**src/rtl/trim_prescaler_pkg.sv**
```systemverilog
package trim_prescaler_pkg;

  // Correction window length select, as captured at a window boundary
  typedef enum logic {
    WIN_SHORT_SEL = 1'b0,
    WIN_LONG_SEL  = 1'b1
  } win_sel_e;

endpackage

```
**src/rtl/trim_window_latch.sv**
```systemverilog
module trim_window_latch
  import trim_prescaler_pkg::*;
#(
  parameter int TRIM_W    = 7,
  parameter int WIN_SHORT = 10,
  parameter int WIN_LONG  = 30,
  parameter int IDX_W     = 5
) (
  input  logic              clk,
  input  logic              rst_n,
  input  logic              load,
  input  logic [TRIM_W-1:0] trim_in,
  input  logic              period_in,
  output logic [TRIM_W-1:0] trim_q,
  output logic [IDX_W-1:0]  last_idx
);

  localparam logic [IDX_W-1:0] LAST_SHORT = IDX_W'(WIN_SHORT - 1);
  localparam logic [IDX_W-1:0] LAST_LONG  = IDX_W'(WIN_LONG - 1);

  win_sel_e sel_q;

  always_ff @(posedge clk or negedge rst_n) begin
    if (!rst_n) begin
      trim_q <= '0;
      sel_q  <= WIN_SHORT_SEL;
    end else if (load) begin
      trim_q <= trim_in;
      sel_q  <= win_sel_e'(period_in);
    end
  end

  assign last_idx = (sel_q == WIN_LONG_SEL) ? LAST_LONG : LAST_SHORT;

endmodule

```
**src/rtl/second_divider.sv**
```systemverilog
module second_divider #(
  parameter int DIV_W  = 15,
  parameter int TRIM_W = 7
) (
  input  logic              clk,
  input  logic              rst_n,
  input  logic              clear,
  input  logic              ref_en,
  input  logic              corr,
  input  logic [TRIM_W-1:0] trim,
  output logic [DIV_W:0]    cnt_q,
  output logic [DIV_W:0]    cnt_last,
  output logic              sec_end
);

  localparam int CNT_W = DIV_W + 1;
  localparam int MAG_W = TRIM_W - 1;
  localparam logic [CNT_W-1:0] NOM_LAST = CNT_W'((1 << DIV_W) - 1);

  logic [CNT_W-1:0] mag_ext;

  assign mag_ext = {{(CNT_W-MAG_W){1'b0}}, trim[MAG_W-1:0]};

  // Final count value of the running second: nominal, or trimmed by +/- magnitude
  always_comb begin
    cnt_last = NOM_LAST;
    if (corr) begin
      cnt_last = trim[MAG_W] ? (NOM_LAST + mag_ext) : (NOM_LAST - mag_ext);
    end
  end

  assign sec_end = ref_en & ~clear & (cnt_q == cnt_last);

  always_ff @(posedge clk or negedge rst_n) begin
    if (!rst_n) begin
      cnt_q <= '0;
    end else if (clear) begin
      cnt_q <= '0;
    end else if (ref_en) begin
      cnt_q <= sec_end ? '0 : cnt_q + 1'b1;
    end
  end

endmodule

```
**src/rtl/window_sequencer.sv**
```systemverilog
module window_sequencer #(
  parameter int IDX_W = 5,
  parameter int SEC_W = 5
) (
  input  logic             clk,
  input  logic             rst_n,
  input  logic             clear,
  input  logic             sec_end,
  input  logic [IDX_W-1:0] last_idx,
  output logic             corr,
  output logic [SEC_W-1:0] secs_q
);

  logic [IDX_W-1:0] idx_q;

  assign corr = (idx_q == last_idx);

  always_ff @(posedge clk or negedge rst_n) begin
    if (!rst_n) begin
      idx_q  <= '0;
      secs_q <= '0;
    end else if (clear) begin
      idx_q  <= '0;
      secs_q <= '0;
    end else if (sec_end) begin
      idx_q  <= corr ? '0 : idx_q + 1'b1;
      secs_q <= secs_q + 1'b1;
    end
  end

endmodule

```
**src/rtl/tap_generator.sv**
```systemverilog
module tap_generator #(
  parameter int DIV_W     = 15,
  parameter int SLOW_TAPS = 6
) (
  input  logic                 clk,
  input  logic                 rst_n,
  input  logic                 clear,
  input  logic                 ref_en,
  input  logic                 sec_end,
  input  logic [DIV_W:0]       cnt,
  input  logic [SLOW_TAPS-2:0] secs,
  output logic                 tick,
  output logic [DIV_W-2:0]     raw_taps,
  output logic [SLOW_TAPS-1:0] slow_taps
);

  localparam int CNT_W = DIV_W + 1;
  localparam logic [CNT_W-1:0] HALF = CNT_W'(1 << (DIV_W - 1));

  always_ff @(posedge clk or negedge rst_n) begin
    if (!rst_n) begin
      tick     <= 1'b0;
      raw_taps <= '0;
    end else if (clear) begin
      tick     <= 1'b0;
      raw_taps <= '0;
    end else begin
      tick <= sec_end;
      if (ref_en) begin
        raw_taps <= raw_taps + 1'b1;
      end
    end
  end

  assign slow_taps[0] = (cnt >= HALF);

  for (genvar k = 1; k < SLOW_TAPS; k++) begin : g_slow
    assign slow_taps[k] = secs[k-1];
  end

endmodule

```
**src/rtl/trim_prescaler.sv**
```systemverilog
module trim_prescaler #(
  parameter int DIV_W     = 15,
  parameter int TRIM_W    = 7,
  parameter int WIN_SHORT = 10,
  parameter int WIN_LONG  = 30,
  parameter int SLOW_TAPS = 6
) (
  input  logic                 clk,
  input  logic                 rst_n,
  input  logic                 ref_en,
  input  logic                 enable,
  input  logic [TRIM_W-1:0]    trim_code,
  input  logic                 period_sel,
  output logic                 sec_tick,
  output logic                 corr_sec,
  output logic [DIV_W-2:0]     raw_taps,
  output logic [SLOW_TAPS-1:0] slow_taps
);

  localparam int CNT_W = DIV_W + 1;
  localparam int IDX_W = $clog2(WIN_LONG);
  localparam int SEC_W = SLOW_TAPS - 1;

  logic              clear;
  logic              win_load;
  logic              sec_end;
  logic [TRIM_W-1:0] trim_act;
  logic [IDX_W-1:0]  last_idx;
  logic [CNT_W-1:0]  cyc_cnt;
  logic [CNT_W-1:0]  cyc_last;
  logic [SEC_W-1:0]  secs;

  assign clear    = ~enable;
  assign win_load = clear | (sec_end & corr_sec);

  trim_window_latch #(
    .TRIM_W(TRIM_W), .WIN_SHORT(WIN_SHORT), .WIN_LONG(WIN_LONG), .IDX_W(IDX_W)
  ) u_latch (
    .clk(clk), .rst_n(rst_n), .load(win_load),
    .trim_in(trim_code), .period_in(period_sel),
    .trim_q(trim_act), .last_idx(last_idx)
  );

  second_divider #(
    .DIV_W(DIV_W), .TRIM_W(TRIM_W)
  ) u_div (
    .clk(clk), .rst_n(rst_n), .clear(clear), .ref_en(ref_en),
    .corr(corr_sec), .trim(trim_act),
    .cnt_q(cyc_cnt), .cnt_last(cyc_last), .sec_end(sec_end)
  );

  window_sequencer #(
    .IDX_W(IDX_W), .SEC_W(SEC_W)
  ) u_seq (
    .clk(clk), .rst_n(rst_n), .clear(clear), .sec_end(sec_end),
    .last_idx(last_idx), .corr(corr_sec), .secs_q(secs)
  );

  tap_generator #(
    .DIV_W(DIV_W), .SLOW_TAPS(SLOW_TAPS)
  ) u_taps (
    .clk(clk), .rst_n(rst_n), .clear(clear), .ref_en(ref_en),
    .sec_end(sec_end), .cnt(cyc_cnt), .secs(secs),
    .tick(sec_tick), .raw_taps(raw_taps), .slow_taps(slow_taps)
  );

endmodule

```
**config.mk**
```make
export PLATFORM = sky130hd
export DESIGN_NAME = trim_prescaler
export DESIGN_NICKNAME = d
export VERILOG_FILES = /design/src/rtl/trim_prescaler_pkg.sv /design/src/rtl/trim_window_latch.sv /design/src/rtl/second_divider.sv /design/src/rtl/window_sequencer.sv /design/src/rtl/tap_generator.sv /design/src/rtl/trim_prescaler.sv
export SDC_FILE = /design/constraint.sdc
export NUM_CORES = 1
export LEC_CHECK = 0
export ABC_AREA = 1
export BUFFER_PORTS_ARGS = -buffer_cell sky130_fd_sc_hd__buf_4
export CAP_MARGIN = 20
export CELL_PAD_IN_SITES_DETAIL_PLACEMENT = 1
export CELL_PAD_IN_SITES_GLOBAL_PLACEMENT = 2
export CORE_MARGIN = 4
export CORE_UTILIZATION = 30
export DETAILED_ROUTE_END_ITERATION = 10
export GPL_TIMING_DRIVEN = 0
export HOLD_SLACK_MARGIN = 0.12
export PLACE_DENSITY = 0.76
export SETUP_SLACK_MARGIN = 0.1
export SLEW_MARGIN = 20
export SYNTH_ARGS = -nofsm -noshare
export SYNTH_HDL_FRONTEND = slang
export SYNTH_SLANG_ARGS = --single-unit
```
**constraint.sdc**
```tcl
create_clock -name clk -period 2.1 [get_ports clk]
set_input_delay 0.63 -clock clk [delete_from_list [all_inputs] [get_ports clk]]
set_output_delay 0.63 -clock clk [all_outputs]
set_load 0.01 [all_outputs]
```
# Word-level counts from Yosys, hierarchy flattened
# Index checks and enable logic that the tools add are counted.
[totals]
wordCells = 37
regBits = 49
output_inout_bits = 22
[classes]
magnitude_cmp = 1
n_mux = 14
n_eq_ne = 4
bitwise = 5
add_sub_neg = 6
[op_table]
columns = ["cell", "count"]
rows = [
  ["$mux 16", 5],
  ["$mux 5", 6],
  ["$mux 14", 2],
  ["$add 15x6->16 const A", 1],
  ["$add 16x1->16 const B", 1],
  ["$eq 16x16->1", 1],
  ["$ge 16x15->1 const B", 1],
  ["$sub 15x6->16 const A", 1],
  ["$add 14x1->14 const B", 1],
  ["$add 5x1->5 const B", 2],
  ["$eq 5x5->1", 1],
  ["$and 1x1->1", 3],
  ["$ne 2x1->1 const B", 1],
  ["$ne 2x2->1 const B", 1],
  ["$mux 1", 1],
  ["$not 1->1", 1],
  ["$or 1x1->1", 1],
]

# Depth between registers and ports, before layout
# Gate-level depths: netlist of the first run.
[depth]
word_depth = 8
ltp_mapped = 17
ltp_nobuf = 17

# By module
# Synthesis of the first run repeated with hierarchy kept, for this count alone.
[hier_totals]
cells_unflattened = 525
area_unflattened_um2 = 3467.1
[modules_own_cells]
columns = ["mod", "cells_per_inst", "seq_area_each_um2", "area_each_um2", "instances"]
rows = [
  ["second_divider", 279, 400.4, 1619.1, 1],
  ["tap_generator", 123, 375.4, 882.1, 1],
  ["window_sequencer", 79, 250.2, 604.3, 1],
  ["trim_window_latch", 41, 200.2, 350.3, 1],
  ["trim_prescaler", 3, 0.0, 11.3, 1],
]

# Least setup slack after synthesis of the first run
# No wires, ideal clock.
[synth_timing]
kind = "flip-flop to flip-flop"
start = "reg u_latch.trim_q[2]"
end = "reg u_div.cnt_q[10]"
setup_time_ps = 123
arrival_time_ps = 1883
stages_incl_launch_ff = 16
synth_period_minus_slack_ps = 2007
path_buffers = 1
path_slack_ps = 93
cell_sequence = "dfrtp_1 > inv_1 > nand3_1 > nor3_1 > ha_1 > nand2_1 > o21ai_0 > nand3_1 > o21ai_0 > nor2_1 > nand2_1 > nor2_1 > nand2_2 > nand2_4 > buf_4 > nor3_2"
[synth_via]
elab_chain_len = 8
word_cells_on_any_way = 9
classes_between = "2 x add/sub; 1 x eq/ne; 5 x mux; 1 x bitwise"
[synth_rtl]
columns = ["item", "line_no", "text"]
rows = [
  ["start: declaration", "trim_window_latch.sv:14", "output logic [TRIM_W-1:0] trim_q,"],
  ["start signal: assignment", "trim_window_latch.sv:28", "trim_q <= trim_in;"],
  ["$sub 15x6->16 / $add 15x6->16 (equally long branches)", "second_divider.sv:28", "cnt_last = trim[MAG_W] ? (NOM_LAST + mag_ext) : (NOM_LAST - mag_ext);"],
  ["$mux 16 (*)", "second_divider.sv:28", ""],
  ["$mux 16 (*)", "second_divider.sv:27", "if (corr) begin"],
  ["$eq 16x16->1 (*)", "second_divider.sv:32", "assign sec_end = ref_en & ~clear & (cnt_q == cnt_last);"],
  ["$and 1x1->1 (*)", "second_divider.sv:32", ""],
  ["$mux 16 (*)", "second_divider.sv:40", "cnt_q <= sec_end ? '0 : cnt_q + 1'b1;"],
  ["$mux 16 (*)", "second_divider.sv:39", "end else if (ref_en) begin"],
  ["$mux 16 (*)", "second_divider.sv:37", "end else if (clear) begin"],
  ["end signal: assignment", "second_divider.sv:40", ""],
  ["end: declaration", "second_divider.sv:11", "output logic [DIV_W:0] cnt_q,"],
]
# Every way passes the cells marked *; elsewhere a longest branch is shown, timed or not. The select of a mux whose other input is x is not followed.
# A chain may end at the register's enable or synchronous reset.

# Final worst setup path of the first run
[layout_timing]
start = "reg u_latch.trim_q[1]"
end = "reg u_seq.idx_q[2]"
[layout_via]
elab_chain_len = 6
word_cells_on_any_way = 7
classes_between = "2 x add/sub; 2 x eq/ne; 2 x mux; 1 x bitwise"
[layout_rtl]
columns = ["item", "line_no", "text"]
rows = [
  ["$sub 15x6->16 / $add 15x6->16 (equally long branches)", "second_divider.sv:28", ""],
  ["$mux 16 (*)", "second_divider.sv:28", ""],
  ["$mux 16 (*)", "second_divider.sv:27", ""],
  ["$eq 16x16->1 (*)", "second_divider.sv:32", ""],
  ["$and 1x1->1 (*)", "second_divider.sv:32", ""],
  ["$ne 2x1->1 (no line) (*)", "-", ""],
  ["end signal: assignment", "window_sequencer.sv:26", "idx_q <= corr ? '0 : idx_q + 1'b1;"],
  ["end: declaration", "window_sequencer.sv:14", "logic [IDX_W-1:0] idx_q;"],
]
# Every way passes the cells marked *; elsewhere a longest branch is shown, timed or not.

==> results of run 1 <==
[worst paths after layout]
kind,start,depth (start not counted),to,slack [ns]
setup / recovery,u_latch.trim_q[1],16,u_seq.idx_q[2],-0.05
hold / removal,rst_n,1,u_seq.idx_q[2],0.33
setup reg to reg,u_latch.trim_q[1],16,u_seq.idx_q[2],-0.05
hold reg to reg,u_latch.trim_q[5],2,u_latch.trim_q[5],0.53
max in group asynchronous,rst_n,1,u_seq.idx_q[4],1.32
min in group clk,period_sel,3,u_latch.sel_q,0.53
[layer usage]
metal	vias to the layer above	wire, um	part of all wire, %	track usage (%)
li1	1378	-	-	-
met4	0	82	0.97	3.608
met2	27	4121	49	27.51
met1	1358	4053	48	20.52
met5	-	0	0	0
met3	8	210	2.5	2.854
[synthesized netlist by cell type]
library cell and count:
buf_6 2, a21oi_1 12, nor3_1 9, o21ai_0 17
nand3_1 50, nor2_1 41, buf_2 4, buf_1 1
nor3_2 6, ha_1 7, or2_2 2, nand2_4 1
a21oi_4 1, or3_1 1, nand2_1 94, inv_1 51
nand4_1 9, nand2_2 2, buf_4 1, o22ai_1 1
nand3_2 6, xor2_1 13, o31ai_1 2, and3_1 1
a22o_1 1, dfrtp_1 49, a22oi_1 1
[registers in the layout, indices dropped and copies added (netlist names)]
register	cells
u_div.cnt_q	16
u_taps.raw_taps	14
u_latch.trim_q	7
u_seq.idx_q	5
u_seq.secs_q	5
u_latch.sel_q	1
u_taps.tick	1
[cell families (layout without fill, tap and decap cells)]
family,Yosys count,count (layout),share of synthesized area (%)
simple gates,222,222,35.43
buf+inv,59,128,8.459
flops,49,49,42.30
compound gates,35,35,6.863
xor+xnor,13,13,3.928
fa+ha+maj,7,7,3.021
[what timing repair did]
action | CTS | global route
endpoints found under the setup margin | 36 | 36
gates resized for setup | 41 | 11
cloned | 1 | 0
buffers inserted | 20 | 7
pin swaps | 18 | 5
[critical path, delay by kind of cell, from the launching register on]
kind | cells | cell delay, ns
AOI/OAI and AO/OA | 2 | 0.14
adders and majority gates | 1 | 0.24
buffers and inverters | 2 | 0.24
DFF | 1 | 0.41
and+or+nand+nor | 11 | 1.07
[per-stage QoR]
| step | power, mW | area, um2 | cells |
|---|---|---|---|
| 2_1_floorplan | 1.225 | 2909 | 385 |
| 6_report | 2.044 | 3846 | 583 |
| 4_1_cts | 2.048 | 3755 | 576 |
| 3_5_place_dp | 1.341 | 3318 | 547 |
| 5_1_grt | 2.154 | 3846 | 583 |
| 3_3_place_gp | 1.331 | 3318 | 547 |
[power breakdown]
group	total, mW	internal, mW	switching (mW)
Sequential	1.03	0.984	0.0467
Combinational	0.368	0.149	0.219
Clock	0.645	0.250	0.395
Total	2.04	1.38	0.661
[final cells by class]
class | count | area [um2]
plain buffers | 8 | 77.57
clock buffers | 5 | 68.82
clock inverters | 3 | 33.78
fillers | 1180 | 5482
inverters | 51 | 191.4
multi-input cells | 277 | 1565
flip-flops and latches | 49 | 1230
well taps | 129 | 161.4
repair buffers | 61 | 518.0
==> results.toml, run 1 <==
[worst_setup_path]
crit_type = "flop to flop"
path_cells = "inv_2 -> nand3_4 -> nor3_2 -> ha_1 -> nand2_1 -> o21ai_1 -> nand3_1 -> o21ai_1 -> nor2_1 -> nand2_1 -> nor2_2 -> nand2_4 -> buf_6 -> nor2_4 -> nand2_1 -> nand2_1"
crit_top_cell = "nand2_1"
crit_path_end_kind = "flop"
start_kind = "flop"
cp.required_ns = 2.36
crit_path_top_delay_cell = "dfrtp_1"
path_max_fanout = 4
worstPathArrival_ns = 2.41
cp_slowest_stage_delay_ns = 0.41

[sta]
slew_viol_final = 0
period_minus_slack_ns = 2.153
max_freq_mhz = 464.5
skew_ns = 0.01352
finalSetupTns_ns = -0.4733
worstMarginPinSlew_ns = 0.6555
fin_crit_sh_pct = 102.5
setup_viol = 26
final-hold-violation-count = 0
worst_slack_ns = -0.05292
hold_slack_ns = 0.3281
rsz0062_at_grt = "yes"
relSlewSlack_pct = 56.30

[global_route]
grt_max_degree = 50
antenna_found_initial = 0
grt_usage_pct = 15.86
grt_pass1_vias = 2959
grt_pass1_wl_um = 14430
grt-ovfl-total = 0

[routing]
drtIter0Drc = 77
final_antenna_net_count = 0
drtPass1Iterations = 4
drc = 0
wl_per_cell_um = 14.52
wl_um = 8467
viasPerCell = 4.753
vias = 2771

[floorplanning]
ios = 34
dieArea_um2 = 11300
start_util_pct = 31.08
fp.dieH_um = 106.3
die_width_um = 106.3
fp.coreArea_um2 = 9328
row_count = 35

[clock_network]
clock_latency_ns = 0.32
clk_root_buffer_cell = "clkbuf_8"
cts_tree = "done"
cts.path.max_buffers = 2
hold_buffers = 0
clock_sinks = 49
clkTransAtPathRegs_ns = 0.11
htreeDepth = 2
cts_buffers = 5

[yosys]
synth-seq-area-share_pct = 42.30
yosysTopAreaCellShare_pct = 42.30
synth_area_leader_cell = "dfrtp_1"
syn_inst = 385
synth_seq_cells = 49
syn_nets = 404
ys_types = 27
yosys_warnings = 0
netlist_area_um2 = 2899
avgSynthCellArea_um2 = 7.530
synth_area_leaders = "dfrtp_1 (42%), nand2_1 (12%), nand3_1 (8.6%)"

[cells_and_area]
area_growth_pct = 32.67
diodes = 0
final_common_cell = "nand2_1"
fin_nets = 472
most-common-layout-cells = "nand2_1 (85), buf_4 (55), inv_1 (46), dfrtp_1 (46), nand3_1 (45)"
drive_gt1_share_pct = 26.87
final_util_pct = 41.23

[min_path]
hold_path.class = "input pin to async pin"

[power]
cellPowerDensity_nw_per_um2 = 531.4
p_leak_nw = 1.896
ir_drop_mv = 0.2694

[place]
post-dp-hpwl_um = 6024
port_buffers = 33
pre_cts_slack_ns = -0.3106
routabilityCongestion = 0.7760

[status]
violations = "setup timing"
status = "finished with violations"

[flow_run]
drv_cap = 0
No activity file was read; power rests on OpenSTA's default activity.
==> run 2: changes to the inputs <==
- BUFFER_PORTS_ARGS: -buffer_cell sky130_fd_sc_hd__buf_4 -> -buffer_cell sky130_fd_sc_hd__buf_2
==> run 2 against run 1 <==
Against the previous run:
- the run still ends with setup timing left
- non-clock buffer count decreased by 1
- fmax down 4.8%
- combinational power grew 7.9%
- setup slack got worse by 0.11 ns
- register-to-register slack worse by 0.11 ns
- first-iteration DRC count grew 22%
- cell count shrank 0.17%
- count of clock-buffer cells in the layout is the same
- critical endpoint is now u_div.cnt_q[4]
==> results.toml, run 2 (synthesis gave the netlist of run 1 again) <==
[global_route]
gr-usage-met2_pct = 29.77
grt_pass1_vias = 3098
grt-ovfl-total = 0
grt_max_degree = 50
met3_usage_pct = 2.672
grt_usage_pct = 16.31
grt_pass1_wl_um = 14990
grt_most_used_layer = "met2"
met1_usage_pct = 20.32
antenna_found_initial = 0

[routing]
vias = 2773
wl_per_cell_um = 14.77
viasPerCell = 4.765
drtIter0Drc = 94
final_antenna_net_count = 0
drtPass1Iterations = 4
drc = 0
wl_um = 8594

[floorplanning]
dieArea_um2 = 11300
start_util_pct = 31.08
ios = 34
die_width_um = 106.3
fp.coreArea_um2 = 9328
fp.dieH_um = 106.3
row_count = 35

[clock_network]
clkTransAtPathRegs_ns = 0.11
clk_root_buffer_cell = "clkbuf_8"
clock_latency_ns = 0.32
cts_buffers = 5
htreeDepth = 2
cts_tree = "done"
cts.path.max_buffers = 2
clock_sinks = 49

[cells_and_area]
final_common_cell = "nand2_1"
area_growth_pct = 31.12
diodes = 0
fin_nets = 471
largest_register = "u_div.cnt_q"
most-common-layout-cells = "nand2_1 (82), dfrtp_1 (47), nand3_1 (45), inv_1 (43), buf_2 (36)"
drive_gt1_share_pct = 29.80
nFillCells = 1168
final_util_pct = 40.75
final_cells = 582
largest_reg_flops = 16
largestRegisters = "u_div.cnt_q: 16 flops, u_taps.raw_taps: 14 flops, u_latch.trim_q: 7 flops"

[place]
port_buffers = 33
dp_cells = 547
post-dp-hpwl_um = 6101
routabilityCongestion = 0.7843

[worst_setup_path]
start_kind = "flop"
worst-r2r-setup-slack_ns = -0.16
path_max_fanout = 5
path_cells = "inv_2 -> nand3_4 -> nor3_4 -> ha_1 -> nand2_1 -> o21ai_2 -> nand3_2 -> nand2_1 -> o21ai_1 -> inv_1 -> nand3_2 -> nor2_2 -> nand2_2 -> nand2_4 -> buf_4 -> buf_8 -> nor3_4"
crit_type = "flop to flop"
reg2reg_to = "u_div.cnt_q[4]"
crit_path_end_kind = "flop"
timing.rr.start = "u_latch.trim_q[1]"
crit_path_top_delay_cell = "dfrtp_1"
cp_slowest_stage_delay_ns = 0.41
cp.required_ns = 2.34
reg2reg_depth = 17
worstPathArrival_ns = 2.50

[flow_run]
drv_cap = 0

[status]
status = "finished with violations"
violations = "setup timing"

[sta]
skew_ns = 0.01041
setup_viol = 34
hold_slack_ns = 0.3322
worstMarginPinSlew_ns = 0.6721
max_freq_mhz = 442.4
fin_crit_sh_pct = 107.7
rsz0062_at_grt = "yes"
worst_slack_ns = -0.1607
relSlewSlack_pct = 55.19
final-hold-violation-count = 0
slew_viol_final = 0
period_minus_slack_ns = 2.261

[power]
p_leak_nw = 1.871
power_mw = 2.164
cellPowerDensity_nw_per_um2 = 569.3
ir_drop_mv = 0.2918

[min_path]
hold_path.class = "input pin to async pin"
[run 2: changes by cell type in the layout (fill, tap and decap cells not counted), moves of 3 or more]
cell / delta
nand2_1: -3
o21ai_1: -4
nand2_2: +3
nor2_1: -6
nor3_2: -3
inv_1: -3
nor2_2: +6
buf_8: +3
buf_2: +33
nor3_4: +3
buf_4: -34
[run 2: routing by layer]
layer,vias to the layer above,part of all wire (%),wire length [um]
met5,-,0,0
met4,0,0.84,72
met3,8,3.0,262
met2,33,51,4388
met1,1355,45,3870
li1,1377,-,-
[run 2: worst max path at each step]
stage / slack (ns) / cells past startpoint / to / start
after global routing: -0.33 / 17 / u_latch.trim_q[3] / u_latch.trim_q[2]
after detailed placement: -0.30 / 16 / u_latch.trim_q[4] / u_latch.trim_q[2]
after CTS: -0.13 / 16 / u_seq.idx_q[1] / u_latch.trim_q[2]
after floorplan: 0.10 / 15 / u_div.cnt_q[10] / u_latch.trim_q[2]
final: -0.16 / 17 / u_div.cnt_q[4] / u_latch.trim_q[1]
after global placement: -0.27 / 16 / u_latch.trim_q[3] / u_latch.trim_q[2]
[run 2: repair_timing]
action,4_1_cts,5_1_grt
buffers inserted,16,9
cloned,3,0
hold buffers,0,0
gates resized for setup,31,36
pin swaps,16,16
endpoints found under the setup margin,36,36
[run 2: power by group]
| group | total [mW] | leakage, nW | internal, mW | switching [mW] |
|---|---|---|---|---|
| Clock | 0.732 | 0.0585 | 0.358 | 0.374 |
| Sequential | 1.03 | 0.664 | 0.984 | 0.0508 |
| Combinational | 0.397 | 1.15 | 0.162 | 0.235 |
[run 2: cell type report]
type | instances | area, um2 | area share (%)
Clock inverter | 3 | 43.79 | 1.152
Inverter | 51 | 195.2 | 5.135
Tap cell | 129 | 161.4 | 4.246
Multi-Input combinational cell | 277 | 1604 | 42.20
Buffer | 8 | 70.07 | 1.843
Timing Repair Buffer | 60 | 429.2 | 11.29
Clock buffer | 5 | 68.82 | 1.810
Sequential cell | 49 | 1229 | 32.32
[run 2: critical path: cells and delay by family (launching register included)]
kind                       cells  cell delay (ns)
adders and majority gates      1             0.24
DFF                            1             0.41
AOI/OAI and AO/OA              2             0.13
buffers and inverters          4             0.44
and+or+nand+nor               10             0.95
[run 2: metrics by stage]
step,setup WS (ns),instance area (um2),setup TNS (ns)
2_1_floorplan,0.1003,2909,0
3_3_place_gp,-0.2723,3236,-7.799
3_5_place_dp,-0.3025,3238,-8.757
4_1_cts,-0.1288,3641,-3.287
5_1_grt,-0.3349,3801,-10.00
6_report,-0.1607,3801,-3.772
==> run 3: changes to the inputs <==
--- a/config.mk
+++ b/config.mk
@@ -9,3 +9,3 @@
 export BUFFER_PORTS_ARGS = -buffer_cell sky130_fd_sc_hd__buf_2
-export CAP_MARGIN = 20
+export CAP_MARGIN = 0
 export CELL_PAD_IN_SITES_DETAIL_PLACEMENT = 1
==> constraint.sdc (replaced) <==
create_clock -name clk -period 2.1 [get_ports clk]
set_input_delay 0.42 -clock clk [delete_from_list [all_inputs] [get_ports clk]]
set_output_delay 0.42 -clock clk [all_outputs]
set_load 0.01 [all_outputs]
==> run 3 against run 2 <==
Against the previous run:
- the run still ends with setup timing left
- critical path depth is the same
- routed wire length increased by 2.1%
- critical endpoint unchanged
- via count increased by 0.76%
- design area rose by 0.23%
==> results.toml, run 3 (synthesis gave the netlist of run 1 again) <==
[status]
status = "finished with violations"
violations = "setup timing"

[sta]
setup_viol = 34
relSlewSlack_pct = 54.88
fin_crit_sh_pct = 108.0
hold_slack_ns = 0.1186
finalSetupTns_ns = -4.020
slew_viol_final = 0
worstMarginPinSlew_ns = 0.6769
rsz0062_at_grt = "yes"
worst_slack_ns = -0.1682
skew_ns = 0.01021
final-hold-violation-count = 0
max_freq_mhz = 440.9
period_minus_slack_ns = 2.268

[floorplanning]
fp.coreArea_um2 = 9328
dieArea_um2 = 11300
die_width_um = 106.3
start_util_pct = 31.08
row_count = 35
ios = 34
fp.dieH_um = 106.3

[clock_network]
cts.path.max_buffers = 2
clock_sinks = 49
clkTransAtPathRegs_ns = 0.11
cts_buffers = 5
clk_root_buffer_cell = "clkbuf_8"
htreeDepth = 2
cts_tree = "done"
clock_latency_ns = 0.32

[place]
dp_cells = 547
pre_cts_slack_ns = -0.3025
port_buffers = 33
routabilityCongestion = 0.7843
post-dp-hpwl_um = 6101
dpl_cell_area_um2 = 3238

[routing]
drtPass1Iterations = 4
wl_per_cell_um = 15.02
drtIter0Drc = 84
vias = 2794
wl_um = 8773
drc = 0
viasPerCell = 4.784
final_antenna_net_count = 0

[power]
ir_drop_mv = 0.2828
cellPowerDensity_nw_per_um2 = 567.4
power_mw = 2.162
p_leak_nw = 1.882

[cells_and_area]
most-common-layout-cells = "nand2_1 (83), dfrtp_1 (47), inv_1 (45), nand3_1 (45), buf_2 (35)"
final_util_pct = 40.85
diodes = 0
area_growth_pct = 31.42
largest_reg_flops = 16
final_cells = 584
final_cell_area_um2 = 3810
largest_register = "u_div.cnt_q"
fin_nets = 473
final_common_cell = "nand2_1"
regArea_um2 = 1229
largestRegisters = "u_div.cnt_q: 16 flops, u_taps.raw_taps: 14 flops, u_latch.trim_q: 7 flops"
nFillCells = 1168
multi_input_area_um2 = 1592
drive_gt1_share_pct = 29.45

[worst_setup_path]
setup.worst_path.start = "u_latch.trim_q[1]"
reg2reg_depth = 17
cp.required_ns = 2.34
timing.rr.start = "u_latch.trim_q[1]"
start_kind = "flop"
crit_type = "flop to flop"
path_max_fanout = 5
worst-r2r-setup-slack_ns = -0.17
reg2reg_to = "u_div.cnt_q[4]"
crit_end = "u_div.cnt_q[4]"
worstPathArrival_ns = 2.51
crit_path_end_kind = "flop"

[global_route]
antenna_found_initial = 0
grt_max_degree = 50
grt_pass1_wl_um = 14980
grt_usage_pct = 16.30
grt-ovfl-total = 0
grt_pass1_vias = 3100

[flow_run]
drv_cap = 0

[min_path]
hold_path.class = "input pin to async pin"
run 3: cell types whose count changed in the layout (fill, tap and decap cells not counted):
cell	previous run	this run
buf_6	4	6
inv_1	43	45
buf_2	36	35
buf_4	21	22
clkinvlp_4	1	0
inv_2	7	6
nand2_1	82	83
nand2_4	3	2
nor2_2	7	8
nor2_4	3	2
run 3: report_power, final:
| part | switching [mW] | total, mW | internal, mW | leakage, nW |
|---|---|---|---|---|
| logic | 0.237 | 0.396 | 0.159 | 1.16 |
| registers | 0.0517 | 1.04 | 0.984 | 0.664 |
| clock network | 0.372 | 0.731 | 0.358 | 0.0585 |
| total | 0.661 | 2.16 | 1.50 | 1.88 |
run 3: what timing repair did:
item,CTS,global route
pin swaps,16,17
hold buffers,0,0
gates resized for setup,32,33
setup buffers,18,9
gates cloned,3,0
endpoints found under the setup margin,36,36
run 3: worst max-delay path, cell delays in order (launching register included):
cell and delay [ns]:
dfrtp_1 0.41, inv_2 0.09, nand3_4 0.09, nor3_4 0.16
ha_1 0.24, nand2_1 0.08, o21ai_2 0.06, nand3_2 0.09
nand2_1 0.06, o21ai_1 0.07, inv_1 0.06, nand3_2 0.06
nor2_2 0.04, nand2_2 0.13, nand2_4 0.09, buf_4 0.16
buf_8 0.13, nor3_4 0.14
run 3: cell type report:
class                   count  share of cell area [%]
multi-input cells         277                   41.77
flip-flops and latches     49                   32.25
repair buffers             62                   11.92
inverters                  51                   5.025
well taps                 129                   4.236
plain buffers               8                   1.839
clock buffers               5                   1.806
clock inverters             3                   1.149
run 3: how the worst min path moves through the flow:
stage,cells after the start,slack (ns),start,endpoint
final,1,0.12,rst_n,u_latch.sel_q
after global routing,1,0.17,rst_n,u_latch.sel_q
after CTS,1,0.16,rst_n,u_latch.sel_q
after detailed placement,2,0.48,u_latch.trim_q[1],u_latch.trim_q[1]
after global placement,2,0.46,u_latch.trim_q[1],u_latch.trim_q[1]
after floorplan,0,0.12,rst_n,u_div.cnt_q[0]
run 3: routing by layer:
layer	part of all wire, %	track usage (%)	vias up
met2	51	29.82	32
met3	3.0	2.489	7
li1	-	-	1383
met5	0	0	-
met1	45	20.36	1372
met4	0.73	2.960	0
